`config.mk`:
```
export PLATFORM = sky130hd
export DESIGN_NAME = fp_h2d_top
export DESIGN_NICKNAME = d
export VERILOG_FILES = /design/src/rtl/fp_h2d_pkg.sv /design/src/rtl/fp_h2d_lzc.sv /design/src/rtl/fp_h2d_widen.sv /design/src/rtl/fp_h2d_top.sv
export SDC_FILE = /design/constraint.sdc
export NUM_CORES = 1
export LEC_CHECK = 0
export ABC_AREA = 1
export BUFFER_PORTS_ARGS = -buffer_cell sky130_fd_sc_hd__buf_2
export CAP_MARGIN = 25
export CORE_MARGIN = 3
export CORE_UTILIZATION = 44
export DETAILED_ROUTE_END_ITERATION = 7
export GPL_TIMING_DRIVEN = 0
export PLACE_DENSITY = 0.85
export SLEW_MARGIN = 20
export SYNTH_ARGS = -nofsm -noshare
export SYNTH_HDL_FRONTEND = slang
export SYNTH_SLANG_ARGS = --single-unit
```
`constraint.sdc`:
```
create_clock -name clk -period 5.9 [get_ports clk]
set_clock_uncertainty 0.2 [all_clocks]
set_input_delay 0.59 -clock clk [delete_from_list [all_inputs] [get_ports clk]]
set_output_delay 0.59 -clock clk [all_outputs]
set_load 0.01 [all_outputs]
```
`src/rtl/fp_h2d_pkg.sv`:
```
package fp_h2d_pkg;
    localparam int HALF_E  = 5;
    localparam int HALF_F  = 10;
    localparam int HALF_W  = 1 + HALF_E + HALF_F;
    localparam int DBL_E   = 11;
    localparam int DBL_F   = 52;
    localparam int DBL_W   = 1 + DBL_E + DBL_F;
    localparam int VEC_W   = 2 * DBL_W;
    localparam int HALF_BIAS = (1 << (HALF_E - 1)) - 1;
    localparam int DBL_BIAS  = (1 << (DBL_E - 1)) - 1;
    localparam int PAD_F   = DBL_F - HALF_F;
    localparam int CLS_W   = 5;

    localparam logic [CLS_W-1:0] CLS_NAN  = 5'b10001;
    localparam logic [CLS_W-1:0] CLS_NINF = 5'b01001;
    localparam logic [CLS_W-1:0] CLS_NNRM = 5'b01000;
    localparam logic [CLS_W-1:0] CLS_NSUB = 5'b11000;
    localparam logic [CLS_W-1:0] CLS_NZER = 5'b10010;
    localparam logic [CLS_W-1:0] CLS_PZER = 5'b00010;
    localparam logic [CLS_W-1:0] CLS_PSUB = 5'b10100;
    localparam logic [CLS_W-1:0] CLS_PNRM = 5'b00100;
    localparam logic [CLS_W-1:0] CLS_PINF = 5'b00101;

    typedef struct packed {
        logic [VEC_W-1:0] vec;
        logic             wr;
        logic             cupd;
        logic             snan;
        logic             fx;
        logic [CLS_W-1:0] cls;
    } h2d_state_t;

    function automatic logic [CLS_W-1:0] classify_dbl(input logic [DBL_W-1:0] v);
        logic             s;
        logic [DBL_E-1:0] e;
        logic [DBL_F-1:0] f;
        s = v[DBL_W-1];
        e = v[DBL_W-2 -: DBL_E];
        f = v[DBL_F-1:0];
        if (&e)
            return (f != '0) ? CLS_NAN : (s ? CLS_NINF : CLS_PINF);
        else if (e == '0)
            return (f == '0) ? (s ? CLS_NZER : CLS_PZER) : (s ? CLS_NSUB : CLS_PSUB);
        else
            return s ? CLS_NNRM : CLS_PNRM;
    endfunction
endpackage

```
`src/rtl/fp_h2d_lzc.sv`:
```
module fp_h2d_lzc #(
    parameter int W  = 10,
    localparam int IW = (W > 1) ? $clog2(W) : 1
) (
    input  logic [W-1:0]  vec,
    output logic [IW-1:0] idx,
    output logic          found
);
    logic [W-1:0] top_hot;

    genvar gi;
    generate
        for (gi = 0; gi < W; gi++) begin : g_hot
            if (gi == W - 1) begin : g_msb
                assign top_hot[gi] = vec[gi];
            end else begin : g_low
                assign top_hot[gi] = vec[gi] & ~(|vec[W-1:gi+1]);
            end
        end
    endgenerate

    always_comb begin
        idx = '0;
        for (int i = 0; i < W; i++) begin
            if (top_hot[i]) idx = idx | IW'(i);
        end
    end

    assign found = |vec;

    always_comb begin
        assert ($onehot0(top_hot)) else $error("AST_ONE_LEADER");
    end
endmodule

```
`src/rtl/fp_h2d_widen.sv`:
```
module fp_h2d_widen
    import fp_h2d_pkg::*;
(
    input  logic [HALF_W-1:0] half,
    output logic [DBL_W-1:0]  dbl,
    output logic              is_snan
);
    localparam int IW = $clog2(HALF_F);

    logic              s;
    logic [HALF_E-1:0] e;
    logic [HALF_F-1:0] m;
    logic [IW-1:0]     lead;
    logic              any_m;
    logic [IW-1:0]     sh;
    logic [HALF_F:0]   norm_m;
    logic [DBL_E-1:0]  e_norm;
    logic [DBL_E-1:0]  e_sub;

    assign s = half[HALF_W-1];
    assign e = half[HALF_W-2 -: HALF_E];
    assign m = half[HALF_F-1:0];

    fp_h2d_lzc #(.W(HALF_F)) u_lzc (
        .vec   (m),
        .idx   (lead),
        .found (any_m)
    );

    assign sh     = IW'(HALF_F) - lead;
    assign norm_m = {1'b0, m} << sh;
    assign e_norm = DBL_E'(e) + DBL_E'(DBL_BIAS - HALF_BIAS);
    assign e_sub  = DBL_E'(lead) + DBL_E'(DBL_BIAS - HALF_BIAS - HALF_F + 1);

    always_comb begin
        is_snan = 1'b0;
        if (e == '0) begin
            if (!any_m) dbl = {s, {(DBL_W-1){1'b0}}};
            else        dbl = {s, e_sub, norm_m[HALF_F-1:0], {PAD_F{1'b0}}};
        end else if (&e) begin
            if (!any_m) begin
                dbl = {s, {DBL_E{1'b1}}, {DBL_F{1'b0}}};
            end else begin
                is_snan = ~m[HALF_F-1];
                dbl = {s, {DBL_E{1'b1}}, 1'b1, m[HALF_F-2:0], {PAD_F{1'b0}}};
            end
        end else begin
            dbl = {s, e_norm, m, {PAD_F{1'b0}}};
        end
    end

    always_comb begin
        if (e == '0 && any_m)
            assert (norm_m[HALF_F]) else $error("AST_SUB_NORMALISED");
    end
endmodule

```
`src/rtl/fp_h2d_top.sv`:
```
module fp_h2d_top
    import fp_h2d_pkg::*;
(
    input  logic               clk,
    input  logic               rst_n,
    input  logic               in_valid,
    input  logic [DBL_W-1:0]   src_dw,
    input  logic               inv_en,
    output logic [VEC_W-1:0]   result,
    output logic               wr_en,
    output logic               snan_flag,
    output logic               fx_set,
    output logic [CLS_W-1:0]   class_code,
    output logic               class_upd,
    output logic               fr_out,
    output logic               fi_out
);
    h2d_state_t       st_d, st_q;
    logic [DBL_W-1:0] conv;
    logic             conv_snan;
    logic             unused_hi;

    assign unused_hi = ^src_dw[DBL_W-1:HALF_W];

    fp_h2d_widen u_widen (
        .half    (src_dw[HALF_W-1:0]),
        .dbl     (conv),
        .is_snan (conv_snan)
    );

    always_comb begin
        st_d      = st_q;
        st_d.wr   = 1'b0;
        st_d.cupd = 1'b0;
        st_d.snan = 1'b0;
        st_d.fx   = 1'b0;
        if (in_valid) begin
            st_d.snan = conv_snan;
            st_d.fx   = conv_snan;
            if (!(inv_en && conv_snan)) begin
                st_d.vec  = {{DBL_W{1'b0}}, conv};
                st_d.wr   = 1'b1;
                st_d.cupd = 1'b1;
                st_d.cls  = classify_dbl(conv);
            end
        end
    end

    always_ff @(posedge clk) begin
        if (!rst_n) st_q <= '0;
        else        st_q <= st_d;
    end

    assign result     = st_q.vec;
    assign wr_en      = st_q.wr;
    assign snan_flag  = st_q.snan;
    assign fx_set     = st_q.fx;
    assign class_code = st_q.cls;
    assign class_upd  = st_q.cupd;
    assign fr_out     = 1'b0;
    assign fi_out     = 1'b0;

    AST_UPPER_ZERO: assert property (@(posedge clk) disable iff (!rst_n)
        wr_en |-> (result[VEC_W-1:DBL_W] == '0));
    AST_SNAN_SOURCE: assert property (@(posedge clk) disable iff (!rst_n)
        snan_flag |-> $past(in_valid && (&src_dw[14:10]) && !src_dw[9] && (src_dw[8:0] != '0)));
    AST_SUPPRESS: assert property (@(posedge clk) disable iff (!rst_n)
        (snan_flag && $past(inv_en)) |-> (!wr_en && !class_upd && $stable(result) && $stable(class_code)));
    AST_NAN_QUIET: assert property (@(posedge clk) disable iff (!rst_n)
        (wr_en && (&result[62:52]) && (result[51:0] != '0)) |-> result[51]);
    AST_PULSE_ORIGIN: assert property (@(posedge clk) disable iff (!rst_n)
        (wr_en || class_upd || fx_set) |-> $past(in_valid));
    AST_HOLD_IDLE: assert property (@(posedge clk) disable iff (!rst_n)
        !wr_en |-> $stable(result));
endmodule

```
* Word-level counts from Yosys, hierarchy flattened
Cells that the tools add are included.
W data, S select, Z words.
** Operators by class
- $mul :: 0
- Add/subtract/negate cells :: 3
- Shift-type cells :: 1
- $lt $le $gt $ge :: 0
- Bitwise gates (word level) :: 17
- Mux-type cells :: 25
- Div/mod/pow operators :: 0
- Reduce and logical (&&, ||, !) cells :: 17
- Equal/unequal tests :: 0
** Operators by type and width (number)
- $mux W63 :: 3
- $logic_not A52 Y1 :: 1
- $mux W52 :: 1
- $reduce_bool A52 Y1 :: 1
- $mux W5 :: 5
- $mux W4 :: 5
- $mux W3 :: 4
- $add A4 B10 Y11 const B :: 1
- $add A5 B10 Y11 const B :: 1
- $logic_not A11 Y1 :: 1
- $reduce_and A11 Y1 :: 1
- $reduce_or A10 Y1 :: 1
- $shl A10 B4 Y10 :: 1
- $not A1 Y1 :: 9
- $and A1 B1 Y1 :: 8
- $reduce_or A8 Y1 :: 1
- $reduce_or A7 Y1 :: 1
- $mux W2 :: 3
- $reduce_or A6 Y1 :: 1
- $logic_not A5 Y1 :: 1
- $reduce_and A5 Y1 :: 1
- $reduce_or A5 Y1 :: 1
- $mux W1 :: 4
- $reduce_and A2 Y1 :: 2
- 5 further kinds :: 5
** Word-level totals
- Latch bits :: 0
- Bits in writable memories :: 0
- Memories :: 0
- Flip-flop bits (word level) :: 72
- ROM bits :: 0
- Input bits :: 68

* Depth between registers and ports, before layout
Gate-level depths: netlist of the first run.
- Depth after elaboration :: 20
- Gate-level depth with buffers :: 22
- Depth with buffers taken out :: 22

* Cells and area by module
From an unflattened synthesis of the first run, not the netlist that was laid out.
** Unflattened totals
- Cell total of the unflattened synthesis :: 660
- Area total of the unflattened synthesis :: 4436.8 um^2
** By module, submodules not included
- fp_h2d_top :: area an instance 3224.3 um^2, cells an instance 444, sequential area each 1421.4 um^2, times used 1
- fp_h2d_widen :: area an instance 1106.1 um^2, cells an instance 195, sequential area each 0.0 um^2, times used 1
- fp_h2d_lzc :: area an instance 106.4 um^2, cells an instance 21, sequential area each 0.0 um^2, times used 1

* Least setup slack after synthesis of the first run
Ideal clock, no wire load.
- Path kind :: input port to flip-flop
- From :: input port src_dw[7]
- To :: register st_q (netlist bit class_code[4])
- Library setup time :: 118 ps
- Required time :: 5582 ps
- Arrival time :: 2360 ps
- Path slack :: 3221 ps
- Stages on the path :: 22
- Cells stage by stage :: nor2_2 -> nand2_1 -> nor2_2 -> nand2_2 -> nand2_4 -> buf_8 -> ha_1 -> inv_1 -> nand2_1 -> nand2_4 -> inv_2 -> nor2_1 -> nand3_1 -> nand2_1 -> inv_1 -> nand2_1 -> nor2_1 -> nand2_1 -> nor2_1 -> nand3_1 -> nand2_1 -> a21oi_2
** Between the ends
- Word-level cells in the longest chain between the ends :: 20
- Elaborated cells between the ends (all ways) :: 50
- Classes of those cells :: add/sub: 2; shift: 1; mux: 20; bitwise: 14; reduce/logical: 13
** Ends and longest elaborated chain
- from (decl) :: RTL line fp_h2d_top.sv:7 : input logic [DBL_W-1:0] src_dw,
- $reduce_or A8 Y1 :: RTL line fp_h2d_lzc.sv:17 : assign top_hot[gi] = vec[gi] & ~(|vec[W-1:gi+1]);
- $not A1 Y1 :: RTL line fp_h2d_lzc.sv:17
- $and A1 B1 Y1 :: RTL line fp_h2d_lzc.sv:17
- $mux W1 :: RTL line fp_h2d_lzc.sv:25 : if (top_hot[i]) idx = idx | IW'(i);
- $mux W2 (2 in a row) :: RTL line fp_h2d_lzc.sv:25
- $mux W3 (4 in a row) :: RTL line fp_h2d_lzc.sv:25
- $mux W4 (2 in a row) :: RTL line fp_h2d_lzc.sv:25
- $sub A4 B4 Y4 :: RTL line fp_h2d_widen.sv:30 : assign sh = IW'(HALF_F) - lead;
- $shl A10 B4 Y10 :: RTL line fp_h2d_widen.sv:31 : assign norm_m = {1'b0, m} << sh;
- $mux W63 :: RTL line fp_h2d_widen.sv:38 : if (!any_m) dbl = {s, {(DBL_W-1){1'b0}}};
- $mux W63 :: RTL line fp_h2d_widen.sv:37 : if (e == '0) begin
- $logic_not A52 Y1 :: RTL line fp_h2d_pkg.sv:43 : return (f == '0) ? (s ? CLS_NZER : CLS_PZER) : (s ? CLS_NSUB : CLS_PSUB);
- $mux W5 :: RTL line fp_h2d_pkg.sv:43
- $mux W5 :: RTL line fp_h2d_pkg.sv:42 : else if (e == '0)
- $mux W5 :: RTL line fp_h2d_pkg.sv:40 : if (&e)
- to (signal assigned) :: RTL line fp_h2d_top.sv:51 : else st_q <= st_d;
- to (decl) :: RTL line fp_h2d_top.sv:18 : h2d_state_t st_d, st_q;
Several ways; a longest one is shown, not always the timed one.
A chain may end at the register's enable or synchronous reset.

* Final worst setup path of the first run
Ends and elaborated chain as after synthesis.

==> results of run 1 <==
==> stage by stage <==
stage | setup WS (ns) | instances | power (mW)
2_1_floorplan | 3.22 | 521 | 0.362
3_3_place_gp | 2.60 | 643 | 0.405
3_5_place_dp | 2.58 | 643 | 0.407
4_1_cts | 2.89 | 647 | 0.512
5_1_grt | 2.54 | 647 | 0.552
6_report | 2.81 | 647 | 0.513
==> cell usage after synthesis (all sizes together) <==
library cell / n
clkbuf: 3
ha: 2
buf: 121
a211oi: 1
dfxtp: 25
conb: 1
inv: 43
o211ai: 7
nand2: 77
o21a: 1
xnor2: 1
nor3: 4
o31ai: 2
nand4: 3
o21ai: 18
a21oi: 15
nor2: 40
clkinv: 3
nand3: 47
==> metal layers <==
layer  track usage, %  wire length (um)
met2             33.4              3340
met5                0                 0
met1             22.1              2620
met4             3.22                32
met3             4.05               581
==> worst register-to-register path: stages, from the launching register on <==
cell and delay (ns):
dfxtp_1 0.33, o21ai_0 0.23, nor2_1 0.07
==> power by group through the flow <==
stage / registers [mW] / clock network (mW) / logic, mW
2_1_floorplan: 0.195 / 0 / 0.167
3_3_place_gp: 0.189 / 0 / 0.217
3_5_place_dp: 0.189 / 0 / 0.218
4_1_cts: 0.185 / 0.108 / 0.219
5_1_grt: 0.187 / 0.117 / 0.249
6_report: 0.185 / 0.104 / 0.224
==> path summary, 6_finish.rpt <==
kind	endpoint
max	class_code[4]$_SDFFE_PN0P_
min	class_code[2]$_SDFFE_PN0P_
max reg2reg	result[53]$_SDFFE_PN0P_
min reg2reg	class_code[2]$_SDFFE_PN0P_
==> layout make-up <==
class / count / area [um^2]
clock inverter: 1 / 7.51
tap: 72 / 90.1
sequential: 25 / 500
buffer: 124 / 925
clock buffer: 3 / 41.3
multi-input combinational: 326 / 1480
inverter: 46 / 174
fill: 564 / 2240
timing repair buffer: 50 / 250
==> cell families after synthesis <==
family	synth area share, %
AO/OA/AOI/OAI	9.39
XOR/XNOR	0.327
flip-flops	18.7
adder cells (fa/ha/maj)	0.934
other	0.140
AND/OR/NAND/NOR	29.5
buffers and inverters	41.0
==> state kept, by name, summed over array words and instances, names as in the netlist <==
name,flops
fx_set,1
class_code,5
result,18
wr_en,1
==> impl_metrics.toml, run 1 <==
[run_status]
outcome = "finished, final reports clean"

[synth]
yosys_register_bits = 25
synth_top_area_share_pct = 32.2
syn-cell-area_um2 = 2680
yosys_warnings = 0
synth_cell_type_count = 32
seq_area_frac_synth_pct = 18.7
synthCells = 414
synth.avg_cell_area_um2 = 6.47
synth_top_cell_by_area = "buf_4"
synth.area.top_cells = "buf_4 32%, dfxtp_1 19%, nand2_1 9.7%, nand3_1 7.8%, inv_1 5.6%"

[sta]
rsz0062_at_grt = "false"
finalSetupViolCount = 0
clock.fmax_mhz = 324
finalCritPeriodShare_pct = 52.3
hold_viol = 0
holdWs_ns = 0.266
fin_crit_ns = 3.09
setup-tns-final_ns = 0
drv_slew = 0

[detailed_routing]
first_pass_iters = 4
post-route-drc-count = 0
via_per_inst = 4.14
wire_per_inst_um = 10.2
drtAntennaViolNets = 0
routed_wl_um = 6570
vias = 2679
drtIter0Drc = 122

[clocking]
htreeDepth = 1
cts_buffer_depth = 2
root_buffer = "clkbuf_8"
cts_resized = 0
cts.sinks = 25
postCtsSetupBuffers = 0
clkTransAtPathRegs_ns = 0.09
cts_buffers = 3
cts_tree = "done"
clock_latency_ns = 0.28
hold_buffers = 0

[setup_path]
slowest_delay_ns = 0.39
ff2ff_setup_slack_ns = 4.96
path_max_fanout = 10
crit_slowest_cell = "ha_1"
worst-path-buf-inv = 4
start_kind = "primary input"
rr_startpoint = "result[53]$_SDFFE_PN0P_"
ff2ff_path_depth = 2
crit_cells = 19
path_cells = "buf_2, nor2_2, nand3_2, nor2_1, nor2_1, buf_6, ha_1, inv_1, clkbuf_4, nand3_1, nand3_1, nand2_1, nand2_1, nor2_1, nand2_1, nor2_1, nand3_1, nand2_1, a21oi_2"
crit_path_end_kind = "flip-flop"
arrival_ns = 3.06
crit_start = "src_dw[7]"
worstPathRequired_ns = 5.87
crit_type = "primary input to flip-flop"
crit_family = "simple AND/OR/NAND/NOR gates"

[floorplanning]
die_h_um = 84.0
initial_core_util_pct = 46.9
die_area_um2 = 7060
coreArea_um2 = 5710
io_pins = 207
rows = 27
die_width_um = 84.0

[grt]
grt_max_degree = 16
grtUsageTotal_pct = 18.4
gr-total-overflow = 0
grt_pass1_wl_um = 11200
antenna_found_initial = 0
grt_pass1_vias = 2535

[pwr]
p_leak_nw = 2.16
internal_power_uw = 325
swShare_pct = 36.7
power_per_cell_area_nw_per_um2 = 148
vdd_drop_max_mv = 0.109
p_seq_share_pct = 36.1
p_comb_share_pct = 43.6
p_clk_share_pct = 20.3
netSwitchingPower_uw = 188

[cells_and_area]
final_common_cell = "buf_4"
drive_gt1_share_pct = 35.0
finish.instance_area_um2 = 3470
final_util_pct = 60.8
final_cell_mix = "115 x buf_4, 108 x conb_1, 69 x nand2_1"
n_antenna_cell = 0
area_growth_pct = 29.5
nets = 646

[min_path]
hold_class = "flip-flop to flip-flop"
hold_depth = 2
holdCritStartpoint = "class_code[2]$_SDFFE_PN0P_"

[placed_design]
dp_hpwl_um = 5650
post_dp_cell_area_um2 = 3420
place.gp.congestion = 0.917
portBuffers = 50

[job]
cap_viol_max_count = 0
Note: power is estimated with default switching activity, not from simulation.
==> inputs of run 2 (changes only) <==
--- a/config.mk
+++ b/config.mk
@@ -9,10 +9,10 @@
 export BUFFER_PORTS_ARGS = -buffer_cell sky130_fd_sc_hd__buf_2
 export CAP_MARGIN = 25
 export CORE_MARGIN = 3
-export CORE_UTILIZATION = 44
+export CORE_UTILIZATION = 41
 export DETAILED_ROUTE_END_ITERATION = 7
 export GPL_TIMING_DRIVEN = 0
-export PLACE_DENSITY = 0.85
+export PLACE_DENSITY = 0.79
 export SLEW_MARGIN = 20
 export SYNTH_ARGS = -nofsm -noshare
 export SYNTH_HDL_FRONTEND = slang
==> constraint.sdc (replaced) <==
create_clock -name clk -period 3.18 [get_ports clk]
set_clock_uncertainty 0.2 [all_clocks]
set_input_delay 0.318 -clock clk [delete_from_list [all_inputs] [get_ports clk]]
set_output_delay 0.318 -clock clk [all_outputs]
set_load 0.01 [all_outputs]
==> run 2 against run 1 <==
Effect of this change: total power up 85%; via count increased by 0.78%; sequential share of layout area hardly changed; sequential power grew 86%; critical path depth is the same; sequential cell count unchanged; count of clock-buffer cells in the layout is the same; design area about the same; combinational power grew 85%; critical path type unchanged.
==> impl_metrics.toml, run 2 (synthesized netlist as in run 1, its figures left out) <==
[run_status]
outcome = "finished, final reports clean"

[floorplanning]
die_h_um = 86.8
die_width_um = 86.8
initial_core_util_pct = 43.7
io_pins = 207
rows = 28
die_area_um2 = 7540
coreArea_um2 = 6130

[sta]
drv_slew = 0
rsz0062_at_grt = "false"
hold_viol = 0
clock.fmax_mhz = 361
fin_crit_ns = 2.77
worst_slack_ns = 0.412
finalCritPeriodShare_pct = 87.1
finalSetupViolCount = 0
setup-tns-final_ns = 0

[pwr]
p_leak_nw = 2.16
vdd_drop_max_mv = 0.182
p_total_uw = 949
power_per_cell_area_nw_per_um2 = 274

[placed_design]
dp_cells = 646
place.gp.congestion = 0.891
dp_hpwl_um = 5730
portBuffers = 50
pre_cts_ws_ns = 0.135

[clocking]
clkTransAtPathRegs_ns = 0.09
htreeDepth = 1
hold_buffers = 0
cts_resized = 0
root_buffer = "clkbuf_8"
postCtsSetupBuffers = 0
cts_buffer_depth = 2
clock_latency_ns = 0.27
cts_tree = "done"
cts.sinks = 25
cts_buffers = 3

[grt]
gr-total-overflow = 0
grt_max_degree = 15
grt_pass1_vias = 2303
grt_pass1_wl_um = 10400
grtUsageTotal_pct = 16.7
antenna_found_initial = 0

[job]
cap_viol_max_count = 0

[detailed_routing]
first_pass_iters = 5
wire_per_inst_um = 10.3
routed_wl_um = 6670
via_per_inst = 4.15
post-route-drc-count = 0
vias = 2700
drtAntennaViolNets = 0
drtIter0Drc = 176

[setup_path]
arrival_ns = 2.74
crit_slowest_cell = "ha_1"
ff2ff_setup_slack_ns = 2.26
crit_path_end_kind = "flip-flop"
crit_type = "primary input to flip-flop"
critPathCapture = "class_code[4]$_SDFFE_PN0P_"
rr_startpoint = "result[47]$_SDFFE_PN0P_"
crit_start = "src_dw[7]"
start_kind = "primary input"
path_cells = "buf_2, nor2_2, nand3_2, nor2_1, nor2_1, buf_6, ha_1, inv_1, clkbuf_4, nand3_1, nand3_1, nand2_1, nand2_1, nor2_1, nand2_1, nor2_1, nand3_1, nand2_1, a21oi_2"
slowest_delay_ns = 0.39
reg2reg_to = "result[47]$_SDFFE_PN0P_"
ff2ff_path_depth = 4
worstPathRequired_ns = 3.15
path_max_fanout = 10

[cells_and_area]
final_common_cell = "buf_4"
nets = 646
stdcell_count = 650
n_antenna_cell = 0
largest_register_ffs = 18
area_growth_pct = 29.6
drive_gt1_share_pct = 35.0
final_cell_mix = "115 x buf_4, 108 x conb_1, 69 x nand2_1"

[min_path]
hold_class = "primary input to flip-flop"
==> run 2: report_power, final <==
group	switching, mW	internal (mW)	leakage [nW]
Sequential	0.0102	0.334	0.207
Clock	0.103	0.0877	0.0255
Combinational	0.234	0.180	1.93
==> run 2: worst min path at each step <==
| stage | to | slack, ns | start | depth (start not counted) |
|---|---|---|---|---|
| finish | fx_set$_SDFF_PN0_ | 0.08 | in_valid | 3 |
| global route | fx_set$_SDFF_PN0_ | 0.08 | in_valid | 3 |
| CTS | fx_set$_SDFF_PN0_ | 0.07 | in_valid | 3 |
| detailed placement | class_code[2]$_SDFFE_PN0P_ | 0.26 | class_code[2]$_SDFFE_PN0P_ | 2 |
| global placement | class_code[3]$_SDFFE_PN0P_ | 0.25 | class_code[3]$_SDFFE_PN0P_ | 2 |
| floorplan | fx_set$_SDFF_PN0_ | 0.24 | in_valid | 2 |
==> run 2: metal layers <==
layer  share of wire (%)  routed length (um)  vias to the layer above  global-route usage (%)
li1                    -                   -                     1405                       -
met1                  38                2530                     1135                    20.9
met2                  49                3290                      154                    30.1
met3                  12                 816                        6                    3.33
met4                0.37                  25                        0                    1.84
met5                   0                   0                        -                       0
==> run 2: layout make-up <==
| cell class | instances | area [um^2] |
|---|---|---|
| clock inverters | 1 | 5.00 |
| repair buffers | 50 | 250 |
| flip-flops and latches | 25 | 500 |
| multi-input cells | 326 | 1480 |
| well taps | 75 | 93.8 |
| plain buffers | 124 | 925 |
| inverters | 46 | 174 |
| clock buffers | 3 | 41.3 |
| fillers | 620 | 2660 |
==> run 2: stage by stage <==
stage / hold WS (ns) / area (um^2) / util (%)
after floorplan: 0.238 / 3080 / -
final: 0.0772 / 3470 / 56.6
after detailed placement: 0.261 / 3420 / 55.9
after global routing: 0.0805 / 3470 / 56.6
after CTS: 0.0738 / 3470 / 56.6
after global placement: 0.254 / 3420 / 55.9
==> run 2: worst max-delay path, delay by kind of cell <==
family	cells	cell delay, ns
AND/OR/NAND/NOR	13	1.42
buffers and inverters	4	0.56
adder cells (fa/ha/maj)	1	0.39
AO/OA/AOI/OAI	1	0.05
==> inputs of run 3 (changes only) <==
--- a/config.mk
+++ b/config.mk
@@ -9,10 +9,10 @@
 export BUFFER_PORTS_ARGS = -buffer_cell sky130_fd_sc_hd__buf_2
 export CAP_MARGIN = 25
 export CORE_MARGIN = 3
-export CORE_UTILIZATION = 41
+export CORE_UTILIZATION = 29
 export DETAILED_ROUTE_END_ITERATION = 7
 export GPL_TIMING_DRIVEN = 0
-export PLACE_DENSITY = 0.79
+export PLACE_DENSITY = 0.59
 export SLEW_MARGIN = 20
 export SYNTH_ARGS = -nofsm -noshare
 export SYNTH_HDL_FRONTEND = slang
==> run 3 against run 2 <==
Effect of this change: count of clock-buffer cells in the layout stayed put; clock power is 5% lower; total power is 0.91% lower; utilization is 17 points lower; critical endpoint unchanged; sequential power hardly changed; register-to-register slack better by 0.03 ns; cell count is 5.1% higher; via count is 2.1% lower; first-iteration DRC count is 28% lower; setup slack worse by 0.012 ns; combinational power hardly changed.
==> impl_metrics.toml, run 3 (synthesized netlist as in run 1, its figures left out) <==
[setup_path]
crit_type = "primary input to flip-flop"
crit_path_end_kind = "flip-flop"
arrival_ns = 2.74
worstPathRequired_ns = 3.14
crit_slowest_cell = "nor2_2"
slowest_delay_ns = 0.19
path_cells = "buf_2, nor2_2, nand2_1, nor2_2, nand2_2, nand2_4, buf_8, ha_1, inv_1, nand2_1, nand2_4, inv_2, nor2_1, nand3_1, nand2_1, inv_1, nand2_1, nor2_1, nand2_1, nor2_1, nand3_1, nand2_1, a21oi_2"
start_kind = "primary input"
crit_family = "simple AND/OR/NAND/NOR gates"
worst-path-buf-inv = 5
critPathMostFrequentCell = "nand2_1"
path_max_fanout = 10

[grt]
grt_max_degree = 15
grt_pass1_wl_um = 10300
grtUsageTotal_pct = 12.2
antenna_found_initial = 0
gr-total-overflow = 0
grt_pass1_vias = 2267

[cells_and_area]
area_growth_pct = 31.1
n_antenna_cell = 0
final_common_cell = "buf_4"
nets = 646
stdcell_count = 683
drive_gt1_share_pct = 35.0
largest_register_ffs = 18
final_cell_mix = "115 x buf_4, 108 x conb_1, 69 x nand2_1"

[sta]
setup-tns-final_ns = 0
hold_viol = 0
rsz0062_at_grt = "false"
finalCritPeriodShare_pct = 87.4
finalSetupViolCount = 0
drv_slew = 0
fin_crit_ns = 2.78
clock.fmax_mhz = 360

[detailed_routing]
via_per_inst = 3.87
routed_wl_um = 6650
drtIter0Drc = 126
post-route-drc-count = 0
vias = 2644
first_pass_iters = 4
wire_per_inst_um = 9.73
drtAntennaViolNets = 0

[floorplanning]
die_area_um2 = 10400
coreArea_um2 = 8850
io_pins = 207
die_h_um = 102
rows = 34
initial_core_util_pct = 30.3
die_width_um = 102

[pwr]
p_leak_nw = 2.16
vdd_drop_max_mv = 0.185
power_per_cell_area_nw_per_um2 = 268
p_total_uw = 941

[clocking]
htreeDepth = 1
clkTransAtPathRegs_ns = 0.09
clock_latency_ns = 0.26
postCtsSetupBuffers = 0
cts.sinks = 25
hold_buffers = 0
cts_buffer_depth = 2
root_buffer = "clkbuf_8"
cts_buffers = 3
cts_tree = "done"
cts_resized = 0

[placed_design]
dp_cells = 679
portBuffers = 50
dp_hpwl_um = 5830
place.gp.congestion = 0.918

[min_path]
hold_class = "primary input to flip-flop"

[job]
cap_viol_max_count = 0

[run_status]
outcome = "finished, final reports clean"
==> run 3: cell counts in the layout (fill, tap and decap cells not counted) <==
Identical to the previous run, type by type.
==> run 3: area by class of cell <==
| type | instances | area, um^2 |
|---|---|---|
| fill | 981 | 5340 |
| multi-input combinational | 326 | 1480 |
| buffer | 124 | 925 |
| sequential | 25 | 500 |
| timing repair buffer | 50 | 250 |
| inverter | 46 | 174 |
| tap | 108 | 135 |
| clock buffer | 3 | 41.3 |
| clock inverter | 1 | 5.00 |
==> run 3: power breakdown <==
| part | leakage (nW) | switching, mW | internal (mW) | total [mW] |
|---|---|---|---|---|
| Clock | 0.0255 | 0.0942 | 0.0874 | 0.182 |
| Sequential | 0.207 | 0.0105 | 0.334 | 0.344 |
| Combinational | 1.93 | 0.235 | 0.180 | 0.415 |
| Total | 2.16 | 0.339 | 0.601 | 0.941 |
==> run 3: stage by stage <==
stage / setup WS (ns) / hold WS, ns / utilization, % / cell area (um^2)
after floorplan: 0.773 / 0.238 / - / 3080
after global placement: 0.165 / 0.258 / 39.2 / 3470
after detailed placement: 0.167 / 0.262 / 39.2 / 3470
after CTS: 0.445 / 0.0767 / 39.7 / 3510
after global routing: 0.0326 / 0.0793 / 39.7 / 3510
final: 0.399 / 0.0833 / 39.7 / 3510
==> run 3: worst paths after layout <==
path | cells past startpoint | start | endpoint | slack (ns)
worst max-delay path | 23 | src_dw[7] | class_code[4]$_SDFFE_PN0P_ | 0.40
worst min-delay path | 3 | in_valid | fx_set$_SDFF_PN0_ | 0.08
worst max register to register | 4 | result[47]$_SDFFE_PN0P_ | result[47]$_SDFFE_PN0P_ | 2.29
worst min register to register | 2 | class_code[2]$_SDFFE_PN0P_ | class_code[2]$_SDFFE_PN0P_ | 0.27
==> run 3: metal layers <==
metal | track usage [%] | vias to the layer above | wire, um
met3 | 2.32 | 4 | 470
li1 | - | 1411 | -
met1 | 16.5 | 1122 | 2990
met4 | 1.31 | 0 | 51
met2 | 20.8 | 107 | 3130
met5 | 0 | - | 0
==> run 3: worst min-delay path: stages <==
cell and delay, ns:
buf_2 0.11, nand2_1 0.06, nor2_1 0.03
